<file path="config.mk">
export PLATFORM = sky130hd
export DESIGN_NAME = cic_decimator
export DESIGN_NICKNAME = d
export VERILOG_FILES = /design/src/rtl/cic_pkg.sv /design/src/rtl/cic_ctrl.sv /design/src/rtl/cic_integrators.sv /design/src/rtl/cic_combs.sv /design/src/rtl/cic_decimator.sv
export SDC_FILE = /design/constraint.sdc
export NUM_CORES = 2
export LEC_CHECK = 0
export BUFFER_PORTS_ARGS = -buffer_cell sky130_fd_sc_hd__buf_2
export CAP_MARGIN = 10
export CORE_MARGIN = 3
export CORE_UTILIZATION = 47
export DETAILED_ROUTE_END_ITERATION = 12
export GPL_TIMING_DRIVEN = 0
export PLACE_DENSITY = 0.68
export SLEW_MARGIN = 5
export SYNTH_ARGS = -nofsm -noshare
export SYNTH_HDL_FRONTEND = slang
export SYNTH_SLANG_ARGS = --single-unit
</file>
<file path="constraint.sdc">
create_clock -name clk -period 12.8 [get_ports clk]
set_clock_uncertainty 0.15 [all_clocks]
set_input_delay 1.28 -clock clk [delete_from_list [all_inputs] [get_ports clk]]
set_output_delay 1.28 -clock clk [all_outputs]
set_load 0.1 [all_outputs]
</file>
<file path="src/rtl/cic_pkg.sv">
package cic_pkg;

  // Strobes passed from the control to the datapath sections.
  typedef struct packed {
    logic integ;     // accumulate one input sample
    logic capture;   // take integrator result into the holding register
    logic combStep;  // advance the comb stages once
    logic outLoad;   // register the scaled result and pulse valid
  } cicStrobes_t;

  // Smallest k with 2**k >= v, for v >= 1.
  function automatic logic [4:0] ceilLog2(input logic [15:0] v);
    logic [4:0] r;
    r = 5'd16;
    for (int k = 15; k >= 0; k--) begin
      if ((32'd1 << k) >= {16'd0, v}) r = 5'(k);
    end
    return r;
  endfunction

endpackage

</file>
<file path="src/rtl/cic_ctrl.sv">
module cic_ctrl
  import cic_pkg::*;
#(
  parameter int STAGES  = 5,
  parameter int RMAX    = 4096,
  parameter int RATIO_W = 13,
  parameter int SHIFT_W = 6
) (
  input  logic               clk,
  input  logic               rstN,
  input  logic               inValid,
  input  logic [RATIO_W-1:0] ratio,
  output cicStrobes_t        strobes,
  output logic [RATIO_W-1:0] curRatio,
  output logic [SHIFT_W-1:0] shiftAmt
);

  localparam logic [RATIO_W-1:0] R_LO = RATIO_W'(2);
  localparam logic [RATIO_W-1:0] R_HI = RATIO_W'(RMAX);

  logic [RATIO_W-1:0] ratioSel;
  logic [RATIO_W-1:0] ratioQ;
  logic [RATIO_W-1:0] cnt;
  logic               ratioChange;
  logic               lastOfGroup;
  logic               captureQ;
  logic               combStepQ;

  always_comb begin
    if (ratio < R_LO)      ratioSel = R_LO;
    else if (ratio > R_HI) ratioSel = R_HI;
    else                   ratioSel = ratio;
  end

  assign ratioChange = (ratioSel != ratioQ);
  assign lastOfGroup = inValid && !ratioChange && (cnt == ratioQ - RATIO_W'(1));

  always_ff @(posedge clk) begin
    if (!rstN) begin
      ratioQ <= R_LO;
      cnt    <= '0;
    end else if (ratioChange) begin
      ratioQ <= ratioSel;
      cnt    <= inValid ? RATIO_W'(1) : '0;
    end else if (inValid) begin
      if (lastOfGroup) cnt <= '0;
      else             cnt <= cnt + RATIO_W'(1);
    end
  end

  always_ff @(posedge clk) begin
    if (!rstN) begin
      captureQ  <= 1'b0;
      combStepQ <= 1'b0;
    end else begin
      captureQ  <= lastOfGroup;
      combStepQ <= captureQ;
    end
  end

  always_comb begin
    int growth;
    growth   = STAGES * int'(ceilLog2(16'(ratioQ)));
    shiftAmt = SHIFT_W'(growth);
  end

  assign strobes.integ    = inValid;
  assign strobes.capture  = lastOfGroup;
  assign strobes.combStep = captureQ;
  assign strobes.outLoad  = combStepQ;
  assign curRatio         = ratioQ;

endmodule

</file>
<file path="src/rtl/cic_integrators.sv">
module cic_integrators
  import cic_pkg::*;
#(
  parameter int STAGES = 5,
  parameter int IN_W   = 16,
  parameter int ACC_W  = 76
) (
  input  logic                    clk,
  input  logic                    rstN,
  input  cicStrobes_t             strobes,
  input  logic signed [IN_W-1:0]  inData,
  output logic signed [ACC_W-1:0] integOut
);

  logic signed [ACC_W-1:0] acc [STAGES];
  logic signed [ACC_W-1:0] src [STAGES];

  for (genvar s = 0; s < STAGES; s++) begin : g_stage
    if (s == 0) begin : g_first
      assign src[s] = {{(ACC_W-IN_W){inData[IN_W-1]}}, inData};
    end else begin : g_next
      assign src[s] = acc[s-1];
    end

    // Wraparound is intended; the combs cancel it.
    always_ff @(posedge clk) begin
      if (!rstN)              acc[s] <= '0;
      else if (strobes.integ) acc[s] <= acc[s] + src[s];
    end
  end

  assign integOut = acc[STAGES-1];

endmodule

</file>
<file path="src/rtl/cic_combs.sv">
module cic_combs
  import cic_pkg::*;
#(
  parameter int STAGES  = 5,
  parameter int ACC_W   = 76,
  parameter int OUT_W   = 16,
  parameter int SHIFT_W = 6
) (
  input  logic                    clk,
  input  logic                    rstN,
  input  cicStrobes_t             strobes,
  input  logic signed [ACC_W-1:0] integOut,
  input  logic [SHIFT_W-1:0]      shiftAmt,
  output logic                    outValid,
  output logic signed [OUT_W-1:0] outData
);

  logic signed [ACC_W-1:0] holdQ;
  logic signed [ACC_W-1:0] stageIn [STAGES+1];
  logic signed [ACC_W-1:0] dly     [STAGES];
  logic signed [ACC_W-1:0] combQ;
  logic signed [OUT_W-1:0] scaled;

  // Decimating holding register.
  always_ff @(posedge clk) begin
    if (!rstN)                holdQ <= '0;
    else if (strobes.capture) holdQ <= integOut;
  end

  assign stageIn[0] = holdQ;

  for (genvar s = 0; s < STAGES; s++) begin : g_comb
    assign stageIn[s+1] = stageIn[s] - dly[s];

    always_ff @(posedge clk) begin
      if (!rstN)                 dly[s] <= '0;
      else if (strobes.combStep) dly[s] <= stageIn[s];
    end
  end

  always_ff @(posedge clk) begin
    if (!rstN)                 combQ <= '0;
    else if (strobes.combStep) combQ <= stageIn[STAGES];
  end

  assign scaled = OUT_W'(combQ >>> shiftAmt);

  always_ff @(posedge clk) begin
    if (!rstN) begin
      outValid <= 1'b0;
      outData  <= '0;
    end else begin
      outValid <= strobes.outLoad;
      if (strobes.outLoad) outData <= scaled;
    end
  end

endmodule

</file>
<file path="src/rtl/cic_decimator.sv">
module cic_decimator
  import cic_pkg::*;
#(
  parameter int STAGES = 5,
  parameter int IN_W   = 16,
  parameter int OUT_W  = 16,
  parameter int RMAX   = 4096,
  localparam int LOG_RMAX = $clog2(RMAX),
  localparam int RATIO_W  = LOG_RMAX + 1,
  localparam int ACC_W    = IN_W + STAGES * LOG_RMAX,
  localparam int SHIFT_W  = $clog2(STAGES * LOG_RMAX + 1)
) (
  input  logic                    clk,
  input  logic                    rstN,
  input  logic                    inValid,
  input  logic signed [IN_W-1:0]  inData,
  input  logic [RATIO_W-1:0]      ratio,
  output logic                    outValid,
  output logic signed [OUT_W-1:0] outData
);

  cicStrobes_t             strobes;
  logic [RATIO_W-1:0]      curRatio;
  logic [SHIFT_W-1:0]      shiftAmt;
  logic signed [ACC_W-1:0] integOut;

  cic_ctrl #(
    .STAGES(STAGES), .RMAX(RMAX), .RATIO_W(RATIO_W), .SHIFT_W(SHIFT_W)
  ) u_ctrl (
    .clk(clk), .rstN(rstN), .inValid(inValid), .ratio(ratio),
    .strobes(strobes), .curRatio(curRatio), .shiftAmt(shiftAmt)
  );

  cic_integrators #(
    .STAGES(STAGES), .IN_W(IN_W), .ACC_W(ACC_W)
  ) u_integ (
    .clk(clk), .rstN(rstN), .strobes(strobes), .inData(inData),
    .integOut(integOut)
  );

  cic_combs #(
    .STAGES(STAGES), .ACC_W(ACC_W), .OUT_W(OUT_W), .SHIFT_W(SHIFT_W)
  ) u_comb (
    .clk(clk), .rstN(rstN), .strobes(strobes), .integOut(integOut),
    .shiftAmt(shiftAmt), .outValid(outValid), .outData(outData)
  );

endmodule

</file>
# Word-level counts from Yosys, hierarchy flattened
# Memories as Yosys holds them, arrays and structs flattened.
# Index checks and enable logic that the tools add are counted.
[classes] addsub=12 n_mul=1 n_div=0 order_cmp=15 n_eq_ne=2 n_shift=1 muxes=36 bitwise=10 n_reduce_logical=4
[op_table] operator="2-to-1 mux 76 bit" count=10
[op_table] operator="subtractor 76 bit" count=5
[op_table] operator="adder 76 bit" count=4
[op_table] operator="adder 76 x 16 -> 76 bit" count=1
[op_table] operator=">>> shifter 76 x 6 -> 16 bit" count=1
[op_table] operator="2-to-1 mux 13 bit" count=5
[op_table] operator="2-to-1 mux 4 bit" count=8
[op_table] operator="adder 13 x 1 -> 13 bit (second input constant)" count=1
[op_table] operator="equality test 13 bit" count=1
[op_table] operator="greater-or-equal comparator 1 x 13 -> 1 bit (first input constant)" count=1
[op_table] operator="greater-or-equal comparator 10 x 13 -> 1 bit (first input constant)" count=1
[op_table] operator="greater-or-equal comparator 11 x 13 -> 1 bit (first input constant)" count=1
[op_table] operator="greater-or-equal comparator 12 x 13 -> 1 bit (first input constant)" count=1
[op_table] operator="greater-or-equal comparator 13 bit (first input constant)" count=1
[op_table] operator="greater-or-equal comparator 2 x 13 -> 1 bit (first input constant)" count=1
[op_table] operator="greater-or-equal comparator 3 x 13 -> 1 bit (first input constant)" count=1
[op_table] operator="greater-or-equal comparator 4 x 13 -> 1 bit (first input constant)" count=1
[op_table] operator="greater-or-equal comparator 5 x 13 -> 1 bit (first input constant)" count=1
[op_table] operator="greater-or-equal comparator 6 x 13 -> 1 bit (first input constant)" count=1
[op_table] operator="greater-or-equal comparator 7 x 13 -> 1 bit (first input constant)" count=1
[op_table] operator="greater-or-equal comparator 8 x 13 -> 1 bit (first input constant)" count=1
[op_table] operator="greater-or-equal comparator 9 x 13 -> 1 bit (first input constant)" count=1
[op_table] operator="> comparator 13 bit (second input constant)" count=1
[op_table] operator="less-than comparator 13 x 2 -> 1 bit (second input constant)" count=1
[op_table] operator="other kinds (9)" count=30
[word_totals] ff_bits=197 latch_bits=0 mem_bits_rw=760 mem_bits_ro=0 input_bits=32 word_cells=91 mem_count=2
[memory_table] memory="u_comb.dly" words=5 width=76 read_ports=5 rd_clocked_by_memory_dff=0 write_ports=5 line="cic_combs.sv:20" source="logic signed [ACC_W-1:0] dly [STAGES];"
[memory_table] memory="u_integ.acc" words=5 width=76 read_ports=5 rd_clocked_by_memory_dff=0 write_ports=5 line="cic_integrators.sv:15" source="logic signed [ACC_W-1:0] acc [STAGES];"

# Longest topological paths before layout
[logic_depth] word_depth=16 mapped_depth=66 depth_no_buf=65

# Hierarchy
# From an unflattened synthesis, not the netlist that was laid out.
[hier_totals] cells_unflattened=9632 hier_area_um2=83825.4
[by_module_without_submodules] module="cic_combs" instances=1 cells_each=5207 area_per_inst_um2=46250.6
[by_module_without_submodules] module="cic_integrators" instances=1 cells_each=4128 area_per_inst_um2=35206.3
[by_module_without_submodules] module="cic_ctrl" instances=1 cells_each=297 area_per_inst_um2=2368.5

# Least setup slack after synthesis
# No wires, ideal clock.
[synth_path] kind="reg2reg" startpoint="memory u_comb.dly[0][1]" endpoint="register u_comb.combQ[75]" setup_time_ps=133 arrival_time_ps=10941 setup_slack_ps=1576 stages_incl_launch_ff=58 n_path_buf=0 path_cell_list="edfxtp_1 inv_1 ha_1 nor2b_1 o2111ai_1 a31oi_1 a21boi_0 o21ba_2 o31ai_1 o21ai_0 o21a_1 o21bai_1 nor2b_1 a31oi_1 xnor2_1 ha_1 nand4_1 nor2_1 (+22 left out) ha_1 nand3_1 or4_1 a21o_1 a2111oi_0 o21ai_1 o31a_1 ha_1 a21o_1 a21o_1 a21oi_1 o21ai_0 a21oi_1 o41ai_1 nor3_1 xnor2_1 xnor2_1 a21oi_1"
[synth_rtl] item="start, declared" line="cic_combs.sv:20"
[synth_rtl] item="end signal, assigned" line="cic_combs.sv:43" source="else if (strobes.combStep) combQ <= stageIn[STAGES];"
[synth_rtl] item="end, declared" line="cic_combs.sv:21" source="logic signed [ACC_W-1:0] combQ;"

==> metrics <==
logic gate share of total power 51.9%; final hold violations 0; critical path launch point type flip-flop; status complete, no violations; Post-Syn Area 0.0817 sq mm; reg2reg end u_comb.combQ[75]$_SDFFE_PN0P_; R2R Path Start u_comb.holdQ[0]$_SDFFE_PN0P_; Reg2Reg Depth 65; Synth area leader edfxtp_1; met2 wire length 119000 um; Avg WL per Cell 19.6 um; core area 0.172 sq mm; Worst Path Required 13.26 ns; Main synth FF type edfxtp_1; total gr overflow 0; initial antenna violation count 2; post-synthesis sequential area ratio 32.8%; sequential share of power 24.9%; nets 10500; HP Class reg -> reg; global router's overall resource usage 25.5%; area of the multi-input gates 0.0520 sq mm; ys async rst share 0%; number of synthesized register bits 957; Critical Path Source u_comb.holdQ[0]$_SDFFE_PN0P_; CTS Buf Count 118; port bufs 47; top-count cell post-synth nor2_1; placed cell areas 0.0852 sq mm; Die Width 423 um; Avg Vias per Cell 5.80; largest net degree at the start of global routing 137; Post-synth EDFFs 760; Worst-path clk slew 0.06 ns; CTS tree yes; Die Y 423 um; layout cells sized above 1 6.88%; unrepaired setup endpoints after global routing yes; share of the synthesized area in the top cell type 27.9%; First DRT Iteration DRCs 4496; max_slew headroom 13.1%; Setup CP Type reg -> reg; Rows 152; Worst R2R Setup Slack 0.40 ns; count of different cell masters after synthesis 111; LEAKAGE 39.2 nW; Max FO, Critical Path 6; register cell area after layout 0.0268 sq mm; top cells by area, synth edfxtp_1 (28%), ha_1 (12%), a21oi_1 (5.0%); setup_tns 0 ns; period utilization 96.8%; Switching Fraction 42.2%; drc violations 0; design area 0.0907 sq mm; remaining antenna violation count 0; First-pass DRT Iterations 6; dpl hpwl 187000 um; top-level I/O count 49; Top Metal Used met4; Mean Syn Cell Area 8.63 sq um; Peak VDD IR 0.135 mV; Synth Net Count 10300; Place WS -2.55 ns; Routed met3 length 8190 um; fin util 52.7%; Die ar. 0.179 sq mm; Post-Syn Instances 9469; share of total power in the clock network 23.3%; first-pass GRT wire length 368000 um; Crit path largest cell delay 0.40 ns; M1 wire length 96300 um; Psw 6.33 mW; fin crit period 12.40 ns; later-pin clock latency in the skew report 0.77 ns; CTS Buffer Depth 3; PwrDens 165 mW/mm^2; Area Overhead vs Synth 11.0%; internal power 8.67 mW; Setup crit end kind flip-flop; htree depth 3; synth warn 0; final setup violation count 0; most used cell, CP buf_4; Hold Buf Count CTS 0; starting density of the core 47.4%; CTS root buffer clkbuf_16; aggregate routed wire length 238000 um; synth cell count leaders nor2_1 (884), a21oi_1 (823), edfxtp_1 (760), ha_1 (758), inv_1 (627); f_max 80.7 MHz; Final WS setup 0.404 ns; Worst Hold Depth 2; TritonCTS Sinks 957; Routability Congestion 0.977; max_cap viols 0; vias 70300; CP max stage cell ha_1; crit path to u_comb.combQ[75]$_SDFFE_PN0P_; fillcell total 15900; Arrival @ worst endpoint 12.86 ns; vias in the first global route 68600; Slew @ Worst Pin 1.30 ns; max-slew violations 0
==> worst min-delay path by stage <==
stage	startpoint	to	slack, ns
floorplan	u_comb.combQ[0]$_SDFFE_PN0P_	u_comb.combQ[0]$_SDFFE_PN0P_	0.31
global placement	u_comb.outData[2]$_SDFFE_PN0P_	u_comb.outData[2]$_SDFFE_PN0P_	0.32
detailed placement	u_comb.outData[7]$_SDFFE_PN0P_	u_comb.outData[7]$_SDFFE_PN0P_	0.32
CTS	u_comb.outData[7]$_SDFFE_PN0P_	u_comb.outData[7]$_SDFFE_PN0P_	0.33
global route	u_comb.outData[7]$_SDFFE_PN0P_	u_comb.outData[7]$_SDFFE_PN0P_	0.37
finish	u_comb.outData[7]$_SDFFE_PN0P_	u_comb.outData[7]$_SDFFE_PN0P_	0.34
==> cells in the final DEF (no fill, tap or decap), types with 47 or more instances in the layout <==
cell type and n:
clkbuf_1 334, a211oi_1 78, nand2_1 598, clkbuf_16 133, o211ai_1 66, and3_1 191, dfxtp_1 197, o21ai_1 47
xnor2_1 407, nand3_1 198, a31oi_1 114, ha_1 731, o21bai_1 133, o21a_1 81, inv_1 626, nor2b_1 111
edfxtp_1 760, nor2_1 877, nand2b_1 102, nand4_1 141, buf_2 88, a21o_1 526, and2_1 343, o21ai_0 466
mux2i_1 165, a21oi_1 790, xor2_1 253, buf_4 71, o22ai_1 47, nor3_1 149
==> metrics by stage <==
step	total power [mW]	hold WS (ns)	std cells
6_report	15.0	0.341	12100
5_1_grt	16.0	0.367	12100
4_1_cts	14.8	0.334	12100
3_5_place_dp	11.1	0.319	11800
3_3_place_gp	11.1	0.320	11800
2_1_floorplan	9.33	0.306	9469
==> critical path, delay by kind of cell (launching register included) <==
| family | cells | cell delay [ns] |
|---|---|---|
| compound gates | 29 | 5.54 |
| flops | 1 | 0.32 |
| simple gates | 11 | 1.97 |
| buf+inv | 13 | 1.39 |
| fa+ha+maj | 6 | 1.75 |
| xor+xnor | 6 | 1.13 |
==> routing by layer <==
layer	vias up	GRT usage (%)
met5	-	0
met4	0	13.6
met3	593	2.28
met2	1674	47.2
met1	32900	29.0
li1	35100	-
==> registers in the layout (all words and copies together), names as in the netlist <==
name,cells
u_ctrl.cnt,13
u_comb.holdQ,76
u_comb.dly,380
u_ctrl.captureQ,1
u_ctrl.curRatio,13
u_ctrl.combStepQ,1
u_comb.combQ,76
u_comb.outData,16
u_comb.outValid,1
u_integ.acc,380
==> power groups by stage <==
stage                     registers (mW)  clock network (mW)  logic (mW)
after floorplan                     3.76                   0        5.56
after global placement              3.85                   0        7.25
after detailed placement            3.80                   0        7.34
after CTS                           3.73                3.56        7.48
after global routing                3.75                3.69        8.53
final                               3.73                3.49        7.78
==> cells by family (layout without fill, tap and decap cells) <==
family	count (synthesis)	after routing	share of synthesized area (%)
AOI/OAI and AO/OA	2890	2890	23.0
xor gates and xnor gates	668	668	7.19
adders and majority gates	769	769	11.9
buffers and inverters	1032	1364	4.83
DFF	957	957	32.8
muxes	197	197	2.49
other	0	2	0
and+or+nand+nor	2956	2956	17.8
==> repair_timing <==
item | 4_1_cts | 5_1_grt
pin swaps | 22 | 70
setup endpoints to repair | 30 | 29
buffers inserted | 33 | 34
resized for setup | 79 | 150
==> cell type report <==
cell class | count | share of cell area, %
Inverter | 634 | 2.63
Sequential cell | 957 | 29.5
Timing Repair Buffer | 131 | 1.20
Antenna cell | 2 | 0.00552
Buffer | 378 | 1.66
Clock inverter | 45 | 0.477
Tap cell | 2310 | 3.19
Multi-Input combinational cell | 7480 | 57.3
Clock buffer | 176 | 4.07
(Power assumes the default switching activity.)
